**src/rtl/dmach_pkg.sv**
```systemverilog
package dmach_pkg;

  typedef enum logic [1:0] {
    W_BYTE = 2'd0,
    W_HALF = 2'd1,
    W_WORD = 2'd2,
    W_BAD  = 2'd3
  } wid_e;

  typedef enum logic [1:0] {
    ST_IDLE,
    ST_WAIT,
    ST_XFER,
    ST_GAP
  } st_e;

  localparam logic [1:0] SEL_SRC  = 2'd0;
  localparam logic [1:0] SEL_DST  = 2'd1;
  localparam logic [1:0] SEL_SIZE = 2'd2;
  localparam logic [1:0] SEL_MODE = 2'd3;

  function automatic logic bad_align(input logic [1:0] wid, input logic [1:0] lsb);
    case (wid)
      W_HALF:  return lsb[0];
      W_WORD:  return |lsb;
      W_BAD:   return 1'b1;
      default: return 1'b0;
    endcase
  endfunction

endpackage

```
**src/rtl/dmach_cfg.sv**
```systemverilog
module dmach_cfg
  import dmach_pkg::*;
#(
  parameter int DATA_W = 32,
  parameter int ADDR_W = 32,
  parameter int SIZE_W = 12
) (
  input  logic              clk,
  input  logic              rst,
  input  logic              we,
  input  logic [1:0]        sel,
  input  logic [DATA_W-1:0] wdata,
  input  logic              lock,
  output logic [ADDR_W-1:0] src_base,
  output logic [ADDR_W-1:0] dst_base,
  output logic [SIZE_W-1:0] blk_size,
  output logic [1:0]        src_wid,
  output logic [1:0]        dst_wid,
  output logic              auto_rl,
  output logic              pflow,
  output logic              misalign
);

  logic [5:0] mode_q;

  always_ff @(posedge clk) begin
    if (rst) begin
      src_base <= '0;
      dst_base <= '0;
      blk_size <= '0;
      mode_q   <= '0;
    end else if (we && !lock) begin
      case (sel)
        SEL_SRC:  src_base <= wdata[ADDR_W-1:0];
        SEL_DST:  dst_base <= wdata[ADDR_W-1:0];
        SEL_SIZE: blk_size <= wdata[SIZE_W-1:0];
        default:  mode_q   <= wdata[5:0];
      endcase
    end
  end

  assign src_wid = mode_q[1:0];
  assign dst_wid = mode_q[3:2];
  assign auto_rl = mode_q[4];
  assign pflow   = mode_q[5];

  assign misalign = bad_align(src_wid, src_base[1:0]) | bad_align(dst_wid, dst_base[1:0]);

endmodule

```
**src/rtl/dmach_addr.sv**
```systemverilog
module dmach_addr #(
  parameter int ADDR_W = 32
) (
  input  logic              clk,
  input  logic              rst,
  input  logic              load,
  input  logic              step,
  input  logic [ADDR_W-1:0] base,
  input  logic [1:0]        wid,
  output logic [ADDR_W-1:0] addr
);

  localparam logic [ADDR_W-1:0] ONE = ADDR_W'(1);

  logic [ADDR_W-1:0] inc;
  assign inc = ONE << wid;

  always_ff @(posedge clk) begin
    if (rst)       addr <= '0;
    else if (load) addr <= base;
    else if (step) addr <= addr + inc;
  end

endmodule

```
**src/rtl/dmach_fsm.sv**
```systemverilog
module dmach_fsm
  import dmach_pkg::*;
#(
  parameter int SIZE_W = 12,
  parameter int BURST  = 4
) (
  input  logic              clk,
  input  logic              rst,
  input  logic              en_cmd,
  input  logic              dis_cmd,
  input  logic              req_single,
  input  logic              req_burst,
  input  logic              req_last,
  input  logic              bus_ready,
  input  logic [SIZE_W-1:0] blk_size,
  input  logic              auto_rl,
  input  logic              pflow,
  input  logic              misalign,
  output logic              en_status,
  output logic              err,
  output logic              done,
  output logic              ack,
  output logic              bus_valid,
  output logic              bus_last,
  output logic              start,
  output logic              step
);

  localparam int BEAT_W = $clog2(BURST + 1);
  localparam logic [BEAT_W-1:0] BURST_N = BEAT_W'(BURST);
  localparam logic [SIZE_W-1:0] BURST_S = SIZE_W'(BURST);

  st_e               state;
  logic [SIZE_W-1:0] rem;
  logic [BEAT_W-1:0] beats;
  logic              last_q;
  logic              dis_pend;
  logic [BEAT_W-1:0] n_beats;
  logic              blk_end;
  logic              stop;
  logic              quit;

  assign start = (state == ST_IDLE) && en_cmd && !misalign && (pflow || (blk_size != '0));
  assign step  = (state == ST_XFER) && bus_valid && bus_ready;
  assign quit  = dis_cmd || dis_pend;

  always_comb begin
    n_beats = BEAT_W'(1);
    if (req_burst) begin
      if (!pflow && (rem < BURST_S)) n_beats = rem[BEAT_W-1:0];
      else                           n_beats = BURST_N;
    end
  end

  assign blk_end = pflow ? last_q : (rem == SIZE_W'(1));
  assign stop    = quit || (blk_end && !auto_rl);

  always_ff @(posedge clk) begin
    if (rst) begin
      state     <= ST_IDLE;
      en_status <= 1'b0;
      err       <= 1'b0;
      done      <= 1'b0;
      ack       <= 1'b0;
      bus_valid <= 1'b0;
      bus_last  <= 1'b0;
      rem       <= '0;
      beats     <= '0;
      last_q    <= 1'b0;
      dis_pend  <= 1'b0;
    end else begin
      done <= 1'b0;
      ack  <= 1'b0;
      case (state)
        ST_IDLE: begin
          if (en_cmd) begin
            err <= misalign;
            if (start) begin
              en_status <= 1'b1;
              rem       <= blk_size;
              state     <= ST_WAIT;
            end
          end
        end
        ST_WAIT: begin
          if (quit) begin
            en_status <= 1'b0;
            dis_pend  <= 1'b0;
            state     <= ST_IDLE;
          end else if (req_single || req_burst) begin
            beats     <= n_beats;
            last_q    <= req_last;
            bus_valid <= 1'b1;
            bus_last  <= (n_beats == BEAT_W'(1));
            state     <= ST_XFER;
          end
        end
        ST_XFER: begin
          if (dis_cmd) dis_pend <= 1'b1;
          if (bus_ready) begin
            if (!pflow) rem <= rem - SIZE_W'(1);
            beats    <= beats - BEAT_W'(1);
            bus_last <= (beats == BEAT_W'(2));
            if (beats == BEAT_W'(1)) begin
              bus_valid <= 1'b0;
              bus_last  <= 1'b0;
              ack       <= 1'b1;
              done      <= blk_end;
              if (blk_end && auto_rl && !pflow) rem <= blk_size;
              if (stop) begin
                en_status <= 1'b0;
                dis_pend  <= 1'b0;
                state     <= ST_IDLE;
              end else begin
                state <= ST_GAP;
              end
            end
          end
        end
        default: begin
          if (quit) begin
            en_status <= 1'b0;
            dis_pend  <= 1'b0;
            state     <= ST_IDLE;
          end else begin
            state <= ST_WAIT;
          end
        end
      endcase
    end
  end

endmodule

```
**src/rtl/dma_chan_ctrl.sv**
```systemverilog
module dma_chan_ctrl #(
  parameter int DATA_W = 32,
  parameter int ADDR_W = 32,
  parameter int SIZE_W = 12,
  parameter int BURST  = 4
) (
  input  logic              clk,
  input  logic              rst,
  input  logic              cfg_we,
  input  logic [1:0]        cfg_sel,
  input  logic [DATA_W-1:0] cfg_wdata,
  input  logic              en_cmd,
  input  logic              dis_cmd,
  output logic              en_status,
  output logic              err,
  output logic              done,
  input  logic              req_single,
  input  logic              req_burst,
  input  logic              req_last,
  output logic              ack,
  output logic              bus_valid,
  input  logic              bus_ready,
  output logic [ADDR_W-1:0] bus_src,
  output logic [ADDR_W-1:0] bus_dst,
  output logic              bus_last
);

  localparam int NPTR = 2;

  logic [ADDR_W-1:0] cfg_src;
  logic [ADDR_W-1:0] cfg_dst;
  logic [SIZE_W-1:0] cfg_size;
  logic [1:0]        cfg_swid;
  logic [1:0]        cfg_dwid;
  logic              cfg_auto;
  logic              cfg_pflow;
  logic              cfg_misalign;
  logic              start;
  logic              step;

  logic [ADDR_W-1:0] base_a [NPTR];
  logic [1:0]        wid_a  [NPTR];
  logic [ADDR_W-1:0] addr_a [NPTR];

  dmach_cfg #(
    .DATA_W(DATA_W),
    .ADDR_W(ADDR_W),
    .SIZE_W(SIZE_W)
  ) u_cfg (
    .clk      (clk),
    .rst      (rst),
    .we       (cfg_we),
    .sel      (cfg_sel),
    .wdata    (cfg_wdata),
    .lock     (en_status),
    .src_base (cfg_src),
    .dst_base (cfg_dst),
    .blk_size (cfg_size),
    .src_wid  (cfg_swid),
    .dst_wid  (cfg_dwid),
    .auto_rl  (cfg_auto),
    .pflow    (cfg_pflow),
    .misalign (cfg_misalign)
  );

  assign base_a[0] = cfg_src;
  assign base_a[1] = cfg_dst;
  assign wid_a[0]  = cfg_swid;
  assign wid_a[1]  = cfg_dwid;

  for (genvar g = 0; g < NPTR; g++) begin : g_ptr
    dmach_addr #(
      .ADDR_W(ADDR_W)
    ) u_addr (
      .clk  (clk),
      .rst  (rst),
      .load (start),
      .step (step),
      .base (base_a[g]),
      .wid  (wid_a[g]),
      .addr (addr_a[g])
    );
  end

  assign bus_src = addr_a[0];
  assign bus_dst = addr_a[1];

  dmach_fsm #(
    .SIZE_W(SIZE_W),
    .BURST (BURST)
  ) u_fsm (
    .clk        (clk),
    .rst        (rst),
    .en_cmd     (en_cmd),
    .dis_cmd    (dis_cmd),
    .req_single (req_single),
    .req_burst  (req_burst),
    .req_last   (req_last),
    .bus_ready  (bus_ready),
    .blk_size   (cfg_size),
    .auto_rl    (cfg_auto),
    .pflow      (cfg_pflow),
    .misalign   (cfg_misalign),
    .en_status  (en_status),
    .err        (err),
    .done       (done),
    .ack        (ack),
    .bus_valid  (bus_valid),
    .bus_last   (bus_last),
    .start      (start),
    .step       (step)
  );

endmodule

```
**config.mk**
```make
export PLATFORM = sky130hd
export DESIGN_NAME = dma_chan_ctrl
export DESIGN_NICKNAME = d
export VERILOG_FILES = /design/src/rtl/dmach_pkg.sv /design/src/rtl/dmach_cfg.sv /design/src/rtl/dmach_addr.sv /design/src/rtl/dmach_fsm.sv /design/src/rtl/dma_chan_ctrl.sv
export SDC_FILE = /design/constraint.sdc
export NUM_CORES = 1
export LEC_CHECK = 0
export ABC_AREA = 1
export CAP_MARGIN = 25
export CORE_MARGIN = 3
export CORE_UTILIZATION = 61
export CTS_CLUSTER_DIAMETER = 60
export DETAILED_ROUTE_END_ITERATION = 16
export PLACE_DENSITY = 0.87
export SLEW_MARGIN = 20
export SYNTH_ARGS = -nofsm -noshare
export SYNTH_HDL_FRONTEND = slang
export SYNTH_HIERARCHICAL = 1
export SYNTH_SLANG_ARGS = --single-unit
```
**constraint.sdc**
```tcl
create_clock -name clk -period 3.8 [get_ports clk]
set_input_delay 0.76 -clock clk [delete_from_list [all_inputs] [get_ports clk]]
set_output_delay 0.76 -clock clk [all_outputs]
set_load 0.01 [all_outputs]
```
==> results.cfg <==
[run_status]
status = finished, final reports clean

[synthesis]
synth_top_cell_by_area = dfxtp_1
synth_warnings = 6
ys_ff_latch = 171
synth_area_leaders = dfxtp_1 35%, nand2_1 14%, nand3_1 8.9%, nor2_1 8.7%, a21oi_1 5.5%
yosysSeqAreaShare_pct = 34.8
syn_inst = 1510
synth_top_area_share_pct = 34.8
syn_area_sq_mm = 0.00985
synthDistinctLibCells = 38
synth_nets = 1568
postSynthAreaPerCell_sq_um = 6.52

[clock_network]
insertion_delay_ns = 0.43
cts.clk_slew.worst_paths_ns = 0.07
cts_root_buf = clkbuf_16
hold_buffers = 0
post_cts_buffers = 0
postCtsResizedCells = 0
cts_tree = done
cts_buffer_depth = 2
cts.sinks = 171
cts_buffers = 17
h-tree-depth = 4

[sta]
max_freq_ghz = 0.370
setup_viol = 0
fin_crit_sh_pct = 71.1
setup_tns_ns = 0
period_minus_slack_ns = 2.70
maxSlewHeadroom_pct = 37.2
tightest_slew_ns = 0.943
rsz0062_at_grt = no
hold_viol_final = 0
slew_viol_final = 0
fin_skew_ns = 0.0106

[placement]
hpwl_um = 18200
dpl.cell_count = 1779
gp_congestion = 0.919
place_area_sq_mm = 0.0110
io_buffers = 112

[global_routing]
grt.overflow.total = 0
grtUsageTotal_pct = 29.4
grt_pass1_wl_um = 43400
grt_max_degree = 80
grt_pass1_vias = 8849
antenna_found_initial = 0

[critical_path]
slowest_delay_ns = 0.35
crit_fanout = 28
cp_slowest_cell = dfxtp_1
r2r-end = g_ptr[1].u_addr/addr[20]
cp-end-kind = flip-flop
critPathArrivalTime_ns = 2.96
crit_start = u_cfg/src_base[0]
crit_required_ns = 4.06
critPathLaunchType = flip-flop
r2r_cells = 11
path_cells = or2_2 > o21ai_0 > nand2_1 > nor3_4 > nand2_2 > inv_2 > inv_1 > nand2_1 > inv_2 > nand3_1 > a21oi_1
criticalPathCategory = reg2reg
r2r_start = u_cfg/src_base[0]
worst-r2r-setup-slack_ns = 1.10
endpoint = g_ptr[1].u_addr/addr[20]

[power]
p_per_area_mw_per_mm2 = 488
peakVddDrop_uv = 351
power.leakage_nw = 4.77

[floorplan]
die-area_sq_mm = 0.0177
die_w_um = 133
start_util_pct = 63.6
dieHeight_um = 133
coreArea_sq_mm = 0.0155
rows = 45
io_pins = 113

[drt]
vias = 10100
ant_nets = 0
post_drt_via_cell_ratio = 5.56
wire_per_inst_um = 14.6
drt_first_pass_iters = 6
drt_iter0_drc = 1152
route.detailed.drc = 0
drt-total-wl_um = 26300

[run]
drv_cap = 0

[finish]
drive_gt1_share_pct = 7.25
fin_cells = 1810
syn_to_final_growth_pct = 17.6
finish.instance_area_sq_mm = 0.0116
fin_util_pct = 74.8
fin_nets = 1645
n_antenna_cell = 0

[min_path]
hp-class = reg2reg
==> Yosys cell counts (all sizes together) <==
cell	number
xnor2	8
nand2	391
a211oi	1
clkbuf	16
nand3	182
nor2	258
buf	50
o21a	1
and2	7
nor3	7
ha	13
fa	2
a21oi	113
xor2	14
nand4	15
o211ai	1
dfxtp	171
a31oi	8
o21ai	25
or2	11
a21o	8
nand3b	8
inv	152
a22oi	48
==> layout by cell type, fill, tap and decap left out, drive strengths merged <==
cell / instances
clkinvlp: 3
a31oi: 8
ha: 13
clkdlybuf4s50: 111
inv: 152
o21ai: 25
nand3: 182
nand4: 15
fa: 2
buf: 13
clkinv: 5
xnor2: 8
a211oi: 1
and2: 7
a22oi: 48
nand2: 391
dfxtp: 171
xor2: 14
nand3b: 8
o21a: 1
or2: 11
a21oi: 113
nor3: 7
nor2: 258
clkbuf: 20
a21o: 8
o211ai: 1
bufinv: 3
==> how the worst min path moves through the flow <==
stage	startpoint	end	cells after the start
final	u_fsm/beats[2]	u_fsm/beats[2]	2
after global routing	u_fsm/last_q	u_fsm/last_q	2
after CTS	u_fsm/beats[2]	u_fsm/beats[2]	2
after global placement	u_fsm/beats[2]	u_fsm/beats[2]	2
after floorplan	u_fsm/beats[2]	u_fsm/beats[2]	2
after detailed placement	u_fsm/beats[2]	u_fsm/beats[2]	2
==> metal layers <==
metal	GRT usage [%]	vias up	part of all wire, %
li1	-	5016	-
met1	42.7	4498	45
met2	44.9	516	45
met3	4.90	40	9.1
met4	8.55	0	1.6
met5	0	-	0
==> critical path, delay by kind of cell, from the launching register on <==
kind	cells	cell delay [ns]
buffers and inverters	3	0.60
and+or+nand+nor	6	1.14
DFF	1	0.35
AOI/OAI and AO/OA	2	0.43
==> through the flow <==
step                      hold slack [ns]  setup WS, ns  power, W
after floorplan                     0.439          1.72   0.00338
after global placement              0.451          1.09   0.00381
after detailed placement            0.467          1.01   0.00385
after CTS                           0.479          1.19   0.00562
after global routing                0.506         0.920   0.00597
final                               0.470          1.10   0.00566
==> logic make-up (layout without fill, tap and decap cells) <==
kind of cell	Yosys count	in the layout	synth area share [%]
flip-flops	171	171	34.8
AND/OR/NAND/NOR	879	879	39.2
adder cells (fa/ha/maj)	15	15	2.06
buffers and inverters	218	307	9.62
AO/OA/AOI/OAI	205	205	12.4
XOR/XNOR	22	22	1.96
==> flip-flops by register name, summed over array words and instances, names as in the netlist, 2 cells and up <==
register / cells
u_cfg/mode_q: 6
u_fsm/state: 2
u_cfg/blk_size: 12
u_cfg/dst_base: 32
u_fsm/beats: 3
u_cfg/src_base: 32
g_ptr.u_addr/addr: 64
u_fsm/rem: 12
==> power breakdown <==
group	internal [W]	switching, W	total (W)
Clock	0.00106	0.000720	0.00178
Combinational	0.000618	0.00108	0.00169
Sequential	0.00198	0.000198	0.00218
==> final cells by class <==
class	count	area [sq um]
Fill cell	1239	3900
Clock inverter	11	145
Multi-Input combinational cell	1121	5480
Clock buffer	20	457
Sequential cell	171	3420
Tap cell	211	264
Inverter	152	571
Timing Repair Buffer	124	1240
Note: power is estimated with default switching activity, not from simulation.
